<file path="config.mk">
export PLATFORM = sky130hd
export DESIGN_NAME = addsub_nzcv
export DESIGN_NICKNAME = d
export VERILOG_FILES = /design/src/rtl/addsub_nzcv.sv
export SDC_FILE = /design/constraint.sdc
export NUM_CORES = 1
export LEC_CHECK = 0
export ABC_CLOCK_PERIOD_IN_PS = 6500
export BUFFER_PORTS_ARGS = -buffer_cell sky130_fd_sc_hd__buf_4
export CAP_MARGIN = 0
export CELL_PAD_IN_SITES_DETAIL_PLACEMENT = 0
export CELL_PAD_IN_SITES_GLOBAL_PLACEMENT = 1
export CORE_MARGIN = 5
export CORE_UTILIZATION = 36
export DETAILED_ROUTE_END_ITERATION = 10
export MAX_ROUTING_LAYER = met4
export PLACE_DENSITY = 0.9
export SLEW_MARGIN = 20
export SYNTH_ARGS = -nofsm -noshare
export SYNTH_HDL_FRONTEND = slang
export SYNTH_SLANG_ARGS = --single-unit
</file>
<file path="constraint.sdc">
create_clock -name clk -period 6.5 [get_ports clk]
set_clock_uncertainty 0.1 [all_clocks]
set_input_delay 0.325 -clock clk [delete_from_list [all_inputs] [get_ports clk]]
set_output_delay 0.325 -clock clk [all_outputs]
set_load 0.01 [all_outputs]
</file>
<file path="src/rtl/addsub_nzcv.sv">
module addsub_nzcv #(
  parameter int DATA_W = 64
) (
  input  logic              clk,
  input  logic              rst_n,
  input  logic              op_sub,
  input  logic              wide,
  input  logic              flag_en,
  input  logic [DATA_W-1:0] opa,
  input  logic [DATA_W-1:0] opb,
  output logic [DATA_W-1:0] result,
  output logic              flag_n,
  output logic              flag_z,
  output logic              flag_c,
  output logic              flag_v,
  output logic [3:0]        nzcv_q,
  output logic              nzcv_wr
);
  localparam int HALF_W = DATA_W / 2;

  logic [DATA_W-1:0] b_eff;
  logic [DATA_W:0]   sum_w;
  logic [HALF_W:0]   sum_h;
  logic              sgn_a, sgn_b, sgn_r;

  assign b_eff = op_sub ? ~opb : opb;
  assign sum_w = {1'b0, opa} + {1'b0, b_eff} + {{DATA_W{1'b0}}, op_sub};
  assign sum_h = {1'b0, opa[HALF_W-1:0]} + {1'b0, b_eff[HALF_W-1:0]}
               + {{HALF_W{1'b0}}, op_sub};

  assign result = wide ? sum_w[DATA_W-1:0] : {{(DATA_W-HALF_W){1'b0}}, sum_h[HALF_W-1:0]};

  assign sgn_a = wide ? opa[DATA_W-1]     : opa[HALF_W-1];
  assign sgn_b = wide ? opb[DATA_W-1]     : opb[HALF_W-1];
  assign sgn_r = wide ? sum_w[DATA_W-1]   : sum_h[HALF_W-1];

  assign flag_n = sgn_r;
  assign flag_z = wide ? (sum_w[DATA_W-1:0] == '0) : (sum_h[HALF_W-1:0] == '0);
  assign flag_c = wide ? sum_w[DATA_W] : sum_h[HALF_W];
  assign flag_v = (sgn_r ^ sgn_a) & (op_sub ? (sgn_a ^ sgn_b) : ~(sgn_a ^ sgn_b));

  always_ff @(posedge clk or negedge rst_n) begin
    if (!rst_n) begin
      nzcv_q  <= 4'b0000;
      nzcv_wr <= 1'b0;
    end else begin
      nzcv_wr <= flag_en;
      if (flag_en) nzcv_q <= {flag_n, flag_z, flag_c, flag_v};
    end
  end

  AST_HALF_ZEXT: assert property (@(posedge clk) disable iff (!rst_n)
    !wide |-> result[DATA_W-1:HALF_W] == '0);
  AST_SUB_NOBORROW: assert property (@(posedge clk) disable iff (!rst_n)
    op_sub |-> flag_c == (wide ? (opa >= opb) : (opa[HALF_W-1:0] >= opb[HALF_W-1:0])));
  AST_ZERO_FLAG: assert property (@(posedge clk) disable iff (!rst_n)
    flag_z == (result == '0));
  AST_FLAG_LOAD: assert property (@(posedge clk) disable iff (!rst_n)
    flag_en |=> nzcv_q == $past({flag_n, flag_z, flag_c, flag_v}));
  AST_FLAG_HOLD: assert property (@(posedge clk) disable iff (!rst_n)
    !flag_en |=> $stable(nzcv_q));
  AST_WR_STROBE: assert property (@(posedge clk) disable iff (!rst_n)
    flag_en |=> nzcv_wr);
  AST_WR_QUIET: assert property (@(posedge clk) disable iff (!rst_n)
    !flag_en |=> !nzcv_wr);
  always_comb begin
    if (!rst_n) AST_RESET_STATE: assert (nzcv_q == 4'b0000 && !nzcv_wr);
  end
endmodule

</file>
==> run metrics <==
critical path fanouts, max=35; Yosys top cell by area=xor2_1; first-pass GRT wire length=about 35 mm; Slew headroom=51.2%; FF+latch count, synth=5; Synth Area in Simple Gates=between 20% and 30%; worst hold stages=1; Reg area=125 sq um; Final Wtd Congestion=roughly 1.0; DP Wirelength=around 20 mm; Synth Area in Compound Gates=~30%; Post-Syn Area per Cell=roughly 6.7 sq um; Startpoint Class=input pin; Worst-Skew Late Latency=between 0.2 and 0.25 ns; # rows=between 40 and 50; DRT Pass-1 Iters=6; dominant synthesized flop cell=dfrtp_1; Yosys top cell area share=around 15%; Final TNS setup=0 ns; Worst setup EP type=output port; leakage dissipation=around 3.3 nW; H-tree Lvls=1; XOR/XNOR Fraction of Synth Area=19.2%; number of max-cap violations=0; vias in the first global route=~6.6k; Hold Fails Final Rpt=0; CTS clk-pin slew, worst paths=roughly 0.030 ns; most numerous cell in the Yosys netlist=xor2_1; Via Count=7,011; Mapped Cells=roughly 850; initial antenna violation count=0; share of layout cells above drive strength 1=around 23%; fillers=1,621; Layout area overhead=29.7%; total grt overflow=0; Ports=just over 200; CTS tree=yes; vias per cell=~5.7; DRC viols=0; I/O Buffers=about 200; nets=around 1.2k; period utilisation layout=between 80% and 90%; EDFF count, synth=0; critical path class=in2out; Max Slew Vio Count=0; Mapped Nets=1,051; Core Area=around 0.015 sq mm; Hold Crit Class=in2reg; wirelength, routed=approximately 23 mm; multiplexer area fraction after synthesis=under 10%; Distinct cells, synth=73; Iter 0 DRT Violations=~650; fmax=roughly 180 MHz; RSZ-0062 raised after global routing=no; final setup vio count=0; P per Cell Area=~180 mW/mm^2; Tmin final=5.69 ns; fraction of registers with async set/reset=100%; antenna-violating nets left=0; Post-CTS Resized=0; Synth Area in Adders=15.4%; CP required=6.07 ns; worst slew pin tran=around 0.73 ns; mapped cell area=about 0.0057 sq mm; Hold WS=0.171 ns; synth top area cells=xor2_1, ha_1, a21oi_1; largest family of logic cells by synthesized area=compound AO/OA/AOI/OAI gates; Max Buffers Root-to-Sink=2; multi-input logic area=around 0.0052 sq mm; largest net degree at the start of global routing=36; Die ar.=between 0.015 and 0.02 sq mm; register area share after synthesis=2.21%; number of CTS-inserted buffers=3; Routed WL per cell=about 19 um; run status=finished, final reports clean; VDD IR max=roughly 0.14 mV; postcts setup bufs=0; Initial Utilization=a little under two fifths; Die X=roughly 140 um; worst endpoint data arrival time=between 5 and 6 ns; n_diodes=0; Post-synth top cells=xor2_1, a21oi_1, nand2_1; r2r worst-path depth=2; CTS Sinks=5; die height=about 140 um; gr usage total=between 20 and 25%; root buffer cell=clkbuf_16; synth warn=0
## worst paths after layout
| kind | slack (ns) | end | startpoint |
|---|---|---|---|
| min in group asynchronous | 0.36 | nzcv_q[0]$_DFFE_PN0P_ | rst_n |
| max reg2reg | 5.60 | nzcv_q[2]$_DFFE_PN0P_ | nzcv_q[2]$_DFFE_PN0P_ |
| min | 0.17 | nzcv_wr$_DFF_PN0_ | flag_en |
| max in group asynchronous | 5.83 | nzcv_q[1]$_DFFE_PN0P_ | rst_n |
| max | 0.81 | flag_z | op_sub |
| min reg2reg | 0.42 | nzcv_q[3]$_DFFE_PN0P_ | nzcv_q[3]$_DFFE_PN0P_ |
## power breakdown
group	internal [mW]	switching, mW
Combinational	0.487	0.705
Sequential	0.0360	0.00277
Clock	0.0812	0.0189
Total	0.604	0.727
## cells in the final DEF, fill, tap and decap left out, types with 22 or more instances in the layout
master,n
and2_1,22
xor2_1,100
o21ai_0,54
xnor2_1,24
buf_4,207
a21oi_1,97
nand4_1,44
nand2_1,86
ha_1,68
nor2_1,74
nor3_1,23
## metrics by stage
| stage | total power [mW] | setup slack, ns | std cells | instance area [sq um] | util, % |
|---|---|---|---|---|---|
| 2_1_floorplan | 0.758 | 1.74 | 849 | 5670 | - |
| 3_3_place_gp | 1.21 | 1.08 | 1218 | 7260 | 47.4 |
| 3_5_place_dp | 1.21 | 0.958 | 1218 | 7260 | 47.4 |
| 4_1_cts | 1.32 | 0.958 | 1223 | 7350 | 48.0 |
| 5_1_grt | 1.44 | 0.608 | 1223 | 7350 | 48.0 |
| 6_report | 1.33 | 0.810 | 1223 | 7350 | 48.0 |
## final cells by class
class                      count  share of cell area, %
sequential                     5                   1.70
inverter                      20                   1.02
timing repair buffer         208                   21.3
multi-input combinational    775                   71.3
clock buffer                   4                   1.07
tap                          211                   3.59
## state kept, by name, indices dropped and copies added (netlist names)
name	count
nzcv_wr	1
nzcv_q	4
## metal layers
metal / vias to the layer above / wire length (um) / global-route usage (%)
met1: 3232 / 11100 / 36.6
met5: - / 0 / -
met3: 31 / 1790 / 2.82
met4: 0 / 371 / 3.58
met2: 325 / 9400 / 35.3
li1: 3423 / - / -
## cells by family after synthesis
group | Yosys count
compound gates | 270
xor+xnor | 124
fa+ha+maj | 69
buf+inv | 69
flops | 5
mux | 8
simple gates | 304
## what timing repair did
action | in CTS | in global routing
endpoints found under the setup margin | 0 | 0
hold buffers | 1 | 0
hold endpoints to repair | 5 | 0
## critical path: stages
cell,delay [ns]
buf_4,0.45
xor2_1,0.14
ha_1,0.54
nand4_1,0.33
nor4_1,0.73
nand2_1,0.10
o2111ai_1,0.38
nor2_1,0.10
o31ai_1,0.30
xor2_1,0.17
or4_1,0.49
a2111o_1,0.36
o41ai_1,0.49
and2_1,0.21
buf_4,0.13
No activity file was read; power rests on OpenSTA's default activity.
